### config.mk
export PLATFORM = sky130hd
export DESIGN_NAME = tmr_route_top
export DESIGN_NICKNAME = d
export VERILOG_FILES = /design/src/rtl/tmr_route_pkg.sv /design/src/rtl/tmr_route_ctrl.sv /design/src/rtl/tmr_route_regs.sv /design/src/rtl/tmr_route_mux.sv /design/src/rtl/tmr_route_top.sv
export SDC_FILE = /design/constraint.sdc
export NUM_CORES = 1
export LEC_CHECK = 0
export CAP_MARGIN = 10
export CORE_ASPECT_RATIO = 1.2
export CORE_MARGIN = 5
export CORE_UTILIZATION = 60
export CTS_BUF_LIST = sky130_fd_sc_hd__clkbuf_16
export DETAILED_ROUTE_END_ITERATION = 6
export DONT_BUFFER_PORTS = 1
export PLACE_DENSITY = 0.77
export SKIP_CTS_REPAIR_TIMING = 1
export SLEW_MARGIN = 20
export SYNTH_ARGS = -nofsm -noshare
export SYNTH_HDL_FRONTEND = slang
export SYNTH_SLANG_ARGS = --single-unit
### constraint.sdc
create_clock -name clk -period 2.1 [get_ports clk]
set_input_delay 0.42 -clock clk [delete_from_list [all_inputs] [get_ports clk]]
set_output_delay 0.42 -clock clk [all_outputs]
set_load 0.01 [all_outputs]
### src/rtl/tmr_route_pkg.sv
package tmr_route_pkg;

  localparam int NUM_TMR = 3;
  localparam int REG_W   = 8;
  localparam int SEL_W   = 2;

  // Flat source vector layout
  localparam int SRC_OSC  = 0;
  localparam int SRC_ONE  = 1;
  localparam int SRC_TMR  = 2;
  localparam int SRC_SHR  = SRC_TMR + NUM_TMR;
  localparam int SRC_SIDE = SRC_SHR + NUM_TMR;
  localparam int SIDE_CNT = 4;
  localparam int SRC_CNT  = SRC_SIDE + SIDE_CNT;

  localparam int DRV_BIT  = 7;
  localparam int POL0_BIT = 6;

  typedef struct packed {
    logic             wrClkReg;
    logic             wrGateReg;
    logic [REG_W-1:0] data;
  } regStrobeT;

  // Clock source index per timer and select code
  function automatic int clkSrcIdx(input int t, input int code);
    int idx;
    case (code)
      0: idx = SRC_OSC;
      1: idx = SRC_SHR + t;
      2: idx = SRC_TMR + ((t + NUM_TMR - 1) % NUM_TMR);
      default: idx = SRC_SIDE + t;
    endcase
    return idx;
  endfunction

  // Gate source index per timer and select code
  function automatic int gateSrcIdx(input int t, input int code);
    int idx;
    case (code)
      0: idx = SRC_ONE;
      1: idx = SRC_SHR + ((t + NUM_TMR - 1) % NUM_TMR);
      2: idx = SRC_SIDE + t;
      default: idx = SRC_SIDE + t + 1;
    endcase
    return idx;
  endfunction

  // Which timer drives shared pin p
  function automatic int drvTmrIdx(input int p);
    return (p + NUM_TMR - 1) % NUM_TMR;
  endfunction

endpackage

### src/rtl/tmr_route_ctrl.sv
module tmr_route_ctrl
  import tmr_route_pkg::*;
#(
  parameter int ADDR_W       = 4,
  parameter int CLK_REG_OFS  = 'hE,
  parameter int GATE_REG_OFS = 'hF
) (
  input  logic [ADDR_W-1:0] busAddr,
  input  logic              busWrEn,
  input  logic [REG_W-1:0]  busWrData,
  input  logic [REG_W-1:0]  clkReg,
  input  logic [REG_W-1:0]  gateReg,
  output regStrobeT         strb,
  output logic [REG_W-1:0]  busRdData
);

  localparam logic [ADDR_W-1:0] CLK_ADDR  = ADDR_W'(CLK_REG_OFS);
  localparam logic [ADDR_W-1:0] GATE_ADDR = ADDR_W'(GATE_REG_OFS);

  logic hitClk;
  logic hitGate;

  assign hitClk  = (busAddr == CLK_ADDR);
  assign hitGate = (busAddr == GATE_ADDR);

  always_comb begin
    strb.wrClkReg  = busWrEn && hitClk;
    strb.wrGateReg = busWrEn && hitGate;
    strb.data      = busWrData;
  end

  always_comb begin
    busRdData = '0;
    if (hitClk)       busRdData = clkReg;
    else if (hitGate) busRdData = gateReg;
  end

endmodule

### src/rtl/tmr_route_regs.sv
module tmr_route_regs
  import tmr_route_pkg::*;
(
  input  logic             clk,
  input  logic             rstN,
  input  regStrobeT        strb,
  output logic [REG_W-1:0] clkReg,
  output logic [REG_W-1:0] gateReg
);

  always_ff @(posedge clk or negedge rstN) begin
    if (!rstN) begin
      clkReg  <= '0;
      gateReg <= '0;
    end else begin
      if (strb.wrClkReg)  clkReg  <= strb.data;
      if (strb.wrGateReg) gateReg <= strb.data;
    end
  end

  AST_CLKREG_LOAD: assert property (@(posedge clk) disable iff (!rstN)
    strb.wrClkReg |=> (clkReg == $past(strb.data)));
  AST_GATEREG_LOAD: assert property (@(posedge clk) disable iff (!rstN)
    strb.wrGateReg |=> (gateReg == $past(strb.data)));
  AST_REGS_HOLD: assert property (@(posedge clk) disable iff (!rstN)
    (!strb.wrClkReg && !strb.wrGateReg) |=> ($stable(clkReg) && $stable(gateReg)));

endmodule

### src/rtl/tmr_route_mux.sv
module tmr_route_mux
  import tmr_route_pkg::*;
(
  input  logic               clk,
  input  logic               rstN,
  input  logic [REG_W-1:0]   clkReg,
  input  logic [REG_W-1:0]   gateReg,
  input  logic               oscClk,
  input  logic [NUM_TMR-1:0] tmrOut,
  input  logic [NUM_TMR-1:0] sharedPinIn,
  input  logic [SIDE_CNT-1:0] sidePin,
  output logic [NUM_TMR-1:0] tmrClk,
  output logic [NUM_TMR-1:0] tmrGate,
  output logic [NUM_TMR-1:0] sharedPinOut,
  output logic [NUM_TMR-1:0] sharedPinOe,
  output logic [NUM_TMR-1:0] trigPol
);

  logic [SRC_CNT-1:0] srcVec;
  logic               drvEn;

  assign srcVec = {sidePin, sharedPinIn, tmrOut, 1'b1, oscClk};
  assign drvEn  = clkReg[DRV_BIT];

  for (genvar t = 0; t < NUM_TMR; t++) begin : gTmr
    localparam int C0 = clkSrcIdx(t, 0);
    localparam int C1 = clkSrcIdx(t, 1);
    localparam int C2 = clkSrcIdx(t, 2);
    localparam int C3 = clkSrcIdx(t, 3);
    localparam int G0 = gateSrcIdx(t, 0);
    localparam int G1 = gateSrcIdx(t, 1);
    localparam int G2 = gateSrcIdx(t, 2);
    localparam int G3 = gateSrcIdx(t, 3);

    logic [SEL_W-1:0] cSel;
    logic [SEL_W-1:0] gSel;
    logic             clkBit;
    logic             gateBit;

    assign cSel = clkReg[SEL_W*t +: SEL_W];
    assign gSel = gateReg[SEL_W*t +: SEL_W];

    always_comb begin
      case (cSel)
        2'd0:    clkBit = srcVec[C0];
        2'd1:    clkBit = srcVec[C1];
        2'd2:    clkBit = srcVec[C2];
        default: clkBit = srcVec[C3];
      endcase
    end

    always_comb begin
      case (gSel)
        2'd0:    gateBit = srcVec[G0];
        2'd1:    gateBit = srcVec[G1];
        2'd2:    gateBit = srcVec[G2];
        default: gateBit = srcVec[G3];
      endcase
    end

    assign tmrClk[t]  = clkBit;
    assign tmrGate[t] = gateBit;

    localparam int DRV_T = drvTmrIdx(t);
    assign sharedPinOut[t] = drvEn & tmrOut[DRV_T];
    assign sharedPinOe[t]  = drvEn;
  end

  assign trigPol = {gateReg[POL0_BIT+1], gateReg[POL0_BIT], clkReg[POL0_BIT]};

  AST_OE_ALL_OR_NONE: assert property (@(posedge clk) disable iff (!rstN)
    (sharedPinOe == '0) || (sharedPinOe == '1));
  AST_DRIVE_MAP: assert property (@(posedge clk) disable iff (!rstN)
    (&sharedPinOe) |-> (sharedPinOut == {tmrOut[1], tmrOut[0], tmrOut[2]}));
  AST_GATE0_OPEN: assert property (@(posedge clk) disable iff (!rstN)
    (gateReg[1:0] == 2'd0) |-> tmrGate[0]);
  AST_CASCADE_T1: assert property (@(posedge clk) disable iff (!rstN)
    (clkReg[3:2] == 2'd2) |-> (tmrClk[1] == tmrOut[0]));
  AST_PIN_INPUT_T1: assert property (@(posedge clk) disable iff (!rstN)
    (clkReg[3:2] == 2'd1) |-> (tmrClk[1] == sharedPinIn[1]));

endmodule

### src/rtl/tmr_route_top.sv
module tmr_route_top
  import tmr_route_pkg::*;
#(
  parameter int ADDR_W       = 4,
  parameter int CLK_REG_OFS  = 'hE,
  parameter int GATE_REG_OFS = 'hF
) (
  input  logic              clk,
  input  logic              rstN,
  input  logic [ADDR_W-1:0] busAddr,
  input  logic              busWrEn,
  input  logic [7:0]        busWrData,
  output logic [7:0]        busRdData,
  input  logic              oscClk,
  input  logic [2:0]        tmrOut,
  input  logic [2:0]        sharedPinIn,
  input  logic [3:0]        sidePin,
  output logic [2:0]        tmrClk,
  output logic [2:0]        tmrGate,
  output logic [2:0]        sharedPinOut,
  output logic [2:0]        sharedPinOe,
  output logic [2:0]        trigPol
);

  regStrobeT        strb;
  logic [REG_W-1:0] clkReg;
  logic [REG_W-1:0] gateReg;

  tmr_route_ctrl #(
    .ADDR_W(ADDR_W), .CLK_REG_OFS(CLK_REG_OFS), .GATE_REG_OFS(GATE_REG_OFS)
  ) uCtrl (
    .busAddr(busAddr), .busWrEn(busWrEn), .busWrData(busWrData),
    .clkReg(clkReg), .gateReg(gateReg), .strb(strb), .busRdData(busRdData)
  );

  tmr_route_regs uRegs (
    .clk(clk), .rstN(rstN), .strb(strb), .clkReg(clkReg), .gateReg(gateReg)
  );

  tmr_route_mux uMux (
    .clk(clk), .rstN(rstN), .clkReg(clkReg), .gateReg(gateReg),
    .oscClk(oscClk), .tmrOut(tmrOut), .sharedPinIn(sharedPinIn), .sidePin(sidePin),
    .tmrClk(tmrClk), .tmrGate(tmrGate), .sharedPinOut(sharedPinOut),
    .sharedPinOe(sharedPinOe), .trigPol(trigPol)
  );

endmodule

==> summary.txt <==
Critical path
  – Delay-heaviest family, CP: multiplexers
  – Worst path cell trace: mux4_2
  – FF-to-FF path depth: 1
  – Crit path capture: tmrClk[2]
  – Crit. Startpoint: uRegs.clkReg[5]
  – Critical Path Max Stage Delay: 0.56 ns
  – Setup slack, reg-to-reg: 1.13 ns
  – CP startpoint kind: register
  – Crit-path slowest cell: mux4_2
  – CP max FO: 3
  – Critical R2R Launch: uRegs.clkReg[7]
  – CP bufs+invs: 0
  – Critical path arrival: 1.19 ns
  – Critical path class: reg2out
  – Critical path depth: 1
  – Worst EP required: 1.68 ns
  – R2R Path End: uRegs.clkReg[7]
  – Crit end category: primary output

Power and ir drop
  – Switching fraction of total power: 27.28%
  – Peak supply drop: 647.5 uV
  – Clock power share: 34.3%
  – LEAKAGE: 0.0004272 uW
  – Power Dens Cells: 1040 nW/um^2
  – Comb power frac: 20.2%
  – Internal: 753.0 uW
  – Sw power: 282.4 uW
  – Seq pwr share: 45.5%

Floorplan
  – Core Rows: 16
  – Die W: 47.29 um
  – Die H: 54.74 um
  – Die area: 2588 sq um
  – Area of the core: 1602 sq um
  – IO Count: 49
  – Initial Utilization: 62.50%

Layout
  – Area of the multi-input gates: 488.0 sq um
  – Syn-to-layout area delta: -0.5000%
  – # diodes: 0
  – NumNets Final: 99
  – Filler cells: 130
  – Register area: 400.4 sq um
  – Final std cells w/o fill: 89
  – Most frequent cells in the layout: mux2_2 (16), dfrtp_1 (16), mux2i_1 (11)
  – Fraction of layout cells with a size suffix above 1: 33.80%

Yosys
  – Synth Register Bits: 16
  – Syn Nets: 107
  – Seq/Total Area, Yosys: 40.00%
  – Synth Cell Area: 1001 sq um
  – Synth warnings: 0
  – Avg Cell Area, Syn: 12.36 sq um
  – Unique masters post-synth: 15
  – Mapped Cells: 81

Global route
  – First-pass GRT wire length: 2980 um
  – All-Layer GR Usage: 17.28%
  – GRT Residual Overflow: 0
  – Largest net degree at the start of global routing: 17
  – Vias in the first global route: 629
  – Initial antenna violation count: 0

Worst hold path
  – Hold Crit Class: in2reg
  – Hold Startpoint: busWrData[1]

STA
  – Final Max Tran Viols: 0
  – Hold Vio Cnt, Final: 0
  – Fmax: 621.5 MHz
  – Post-route minimum period: 1.609 ns
  – RSZ-0062 raised after global routing: no
  – Slew Limit Headroom: 52.96%
  – Clock skew: 0 ns
  – Worst Tran Pin Value: 0.7033 ns
  – Final Setup Violations: 0
  – Fin crit share: 76.62%
  – Setup TNS: 0 ns

Clocking
  – H-Tree Depth: 1
  – CTS tree: done
  – Clock-pin slew on the worst setup and hold paths: 0.05 ns
  – Clock Sinks: 16
  – CTS Buf Count: 3
  – Root buf cell: clkbuf_16
  – Max Root-Sink Buffers: 2
  – Clk_lat worst skew: 0.24 ns

Placed design
  – HPWL after DPL: 1571 um
  – Inst Count DP: 85
  – Port buffer count: 0
  – GP Congestion: 0.7902

Detailed routing
  – DRC Markers: 0
  – Vias after detailed routing: 597
  – DR pass1 iterations: 2
  – First DRT Iteration DRCs: 4
  – Via density: 6.708
  – Post-route ant nets: 0
  – Post-Route WL: 2047 um
  – WL/cell: 23.00 um

Outcome
  – Run status: finished clean

Flow run
  – Max cap viols: 0
==> state kept, by name (all words and copies together), names as in the netlist <==
| name | flops |
|---|---|
| uRegs.clkReg | 8 |
| uRegs.gateReg | 8 |
==> routing by layer <==
layer | track usage (%) | up-vias | wire length (um)
met3 | 7.237 | 5 | 321
li1 | - | 262 | -
met4 | 6.912 | 0 | 33
met1 | 17.36 | 295 | 677
met5 | 0 | - | 0
met2 | 30.58 | 35 | 1015
==> power groups by stage <==
| stage | combinational (uW) | clock [uW] | sequential, uW |
|---|---|---|---|
| after detailed placement | 202 | 0 | 476 |
| after floorplan | 282 | 0 | 440 |
| final | 209 | 355 | 471 |
| after global placement | 196 | 0 | 473 |
| after global routing | 229 | 374 | 486 |
| after CTS | 205 | 358 | 472 |
==> worst min-delay path by stage <==
stage	endpoint	slack [ns]	cells after the start
after floorplan	uRegs.clkReg[0]	0.12	0
after global placement	uRegs.gateReg[6]	0.12	0
after detailed placement	uRegs.gateReg[6]	0.12	0
after CTS	uRegs.clkReg[0]	-0.13	0
after global routing	uRegs.gateReg[1]	0.32	1
final	uRegs.gateReg[1]	0.32	1
==> kinds of logic (layout without fill, tap and decap cells) <==
group	Yosys count	in the layout	share of synthesized area, %
muxes	30	30	35.75
and+or+nand+nor	18	18	11.00
DFF	16	16	40.00
buffers and inverters	14	4	11.25
AOI/OAI and AO/OA	3	3	1.999
==> per-stage QoR <==
stage,power (uW),utilization (%),worst slack (ns),hold slack (ns),instance area (sq um)
2_1_floorplan,721.6,-,0.6735,0.1244,1001
3_3_place_gp,668.9,56.88,0.6013,0.1248,910.9
3_5_place_dp,678.7,56.88,0.5796,0.1248,910.9
4_1_cts,1036,61.56,0.4813,-0.1318,985.9
5_1_grt,1089,62.19,0.4225,0.3205,996.0
6_report,1035,62.19,0.4910,0.3235,996.0
==> cell usage after synthesis <==
library cell / count / area share (%)
mux4_2: 3 / 6.7
buf_4: 12 / 9.0
nand2_1: 1 / 0.37
or2_1: 1 / 0.63
nand3_4: 1 / 1.8
nor2_1: 10 / 3.8
and2_1: 3 / 1.9
a22oi_1: 2 / 1.5
dfrtp_1: 16 / 40
mux2_2: 16 / 18
mux2i_1: 11 / 11
nor3b_1: 1 / 0.75
buf_6: 2 / 2.2
nor3b_4: 1 / 1.9
a21oi_1: 1 / 0.50
==> area by class of cell <==
cell class / count / share of cell area [%]
timing repair buffer: 1 / 1.005
clock buffer: 3 / 7.538
sequential: 16 / 40.20
multi-input combinational: 51 / 48.99
tap: 18 / 2.261
Note: power is estimated with default switching activity, not from simulation.
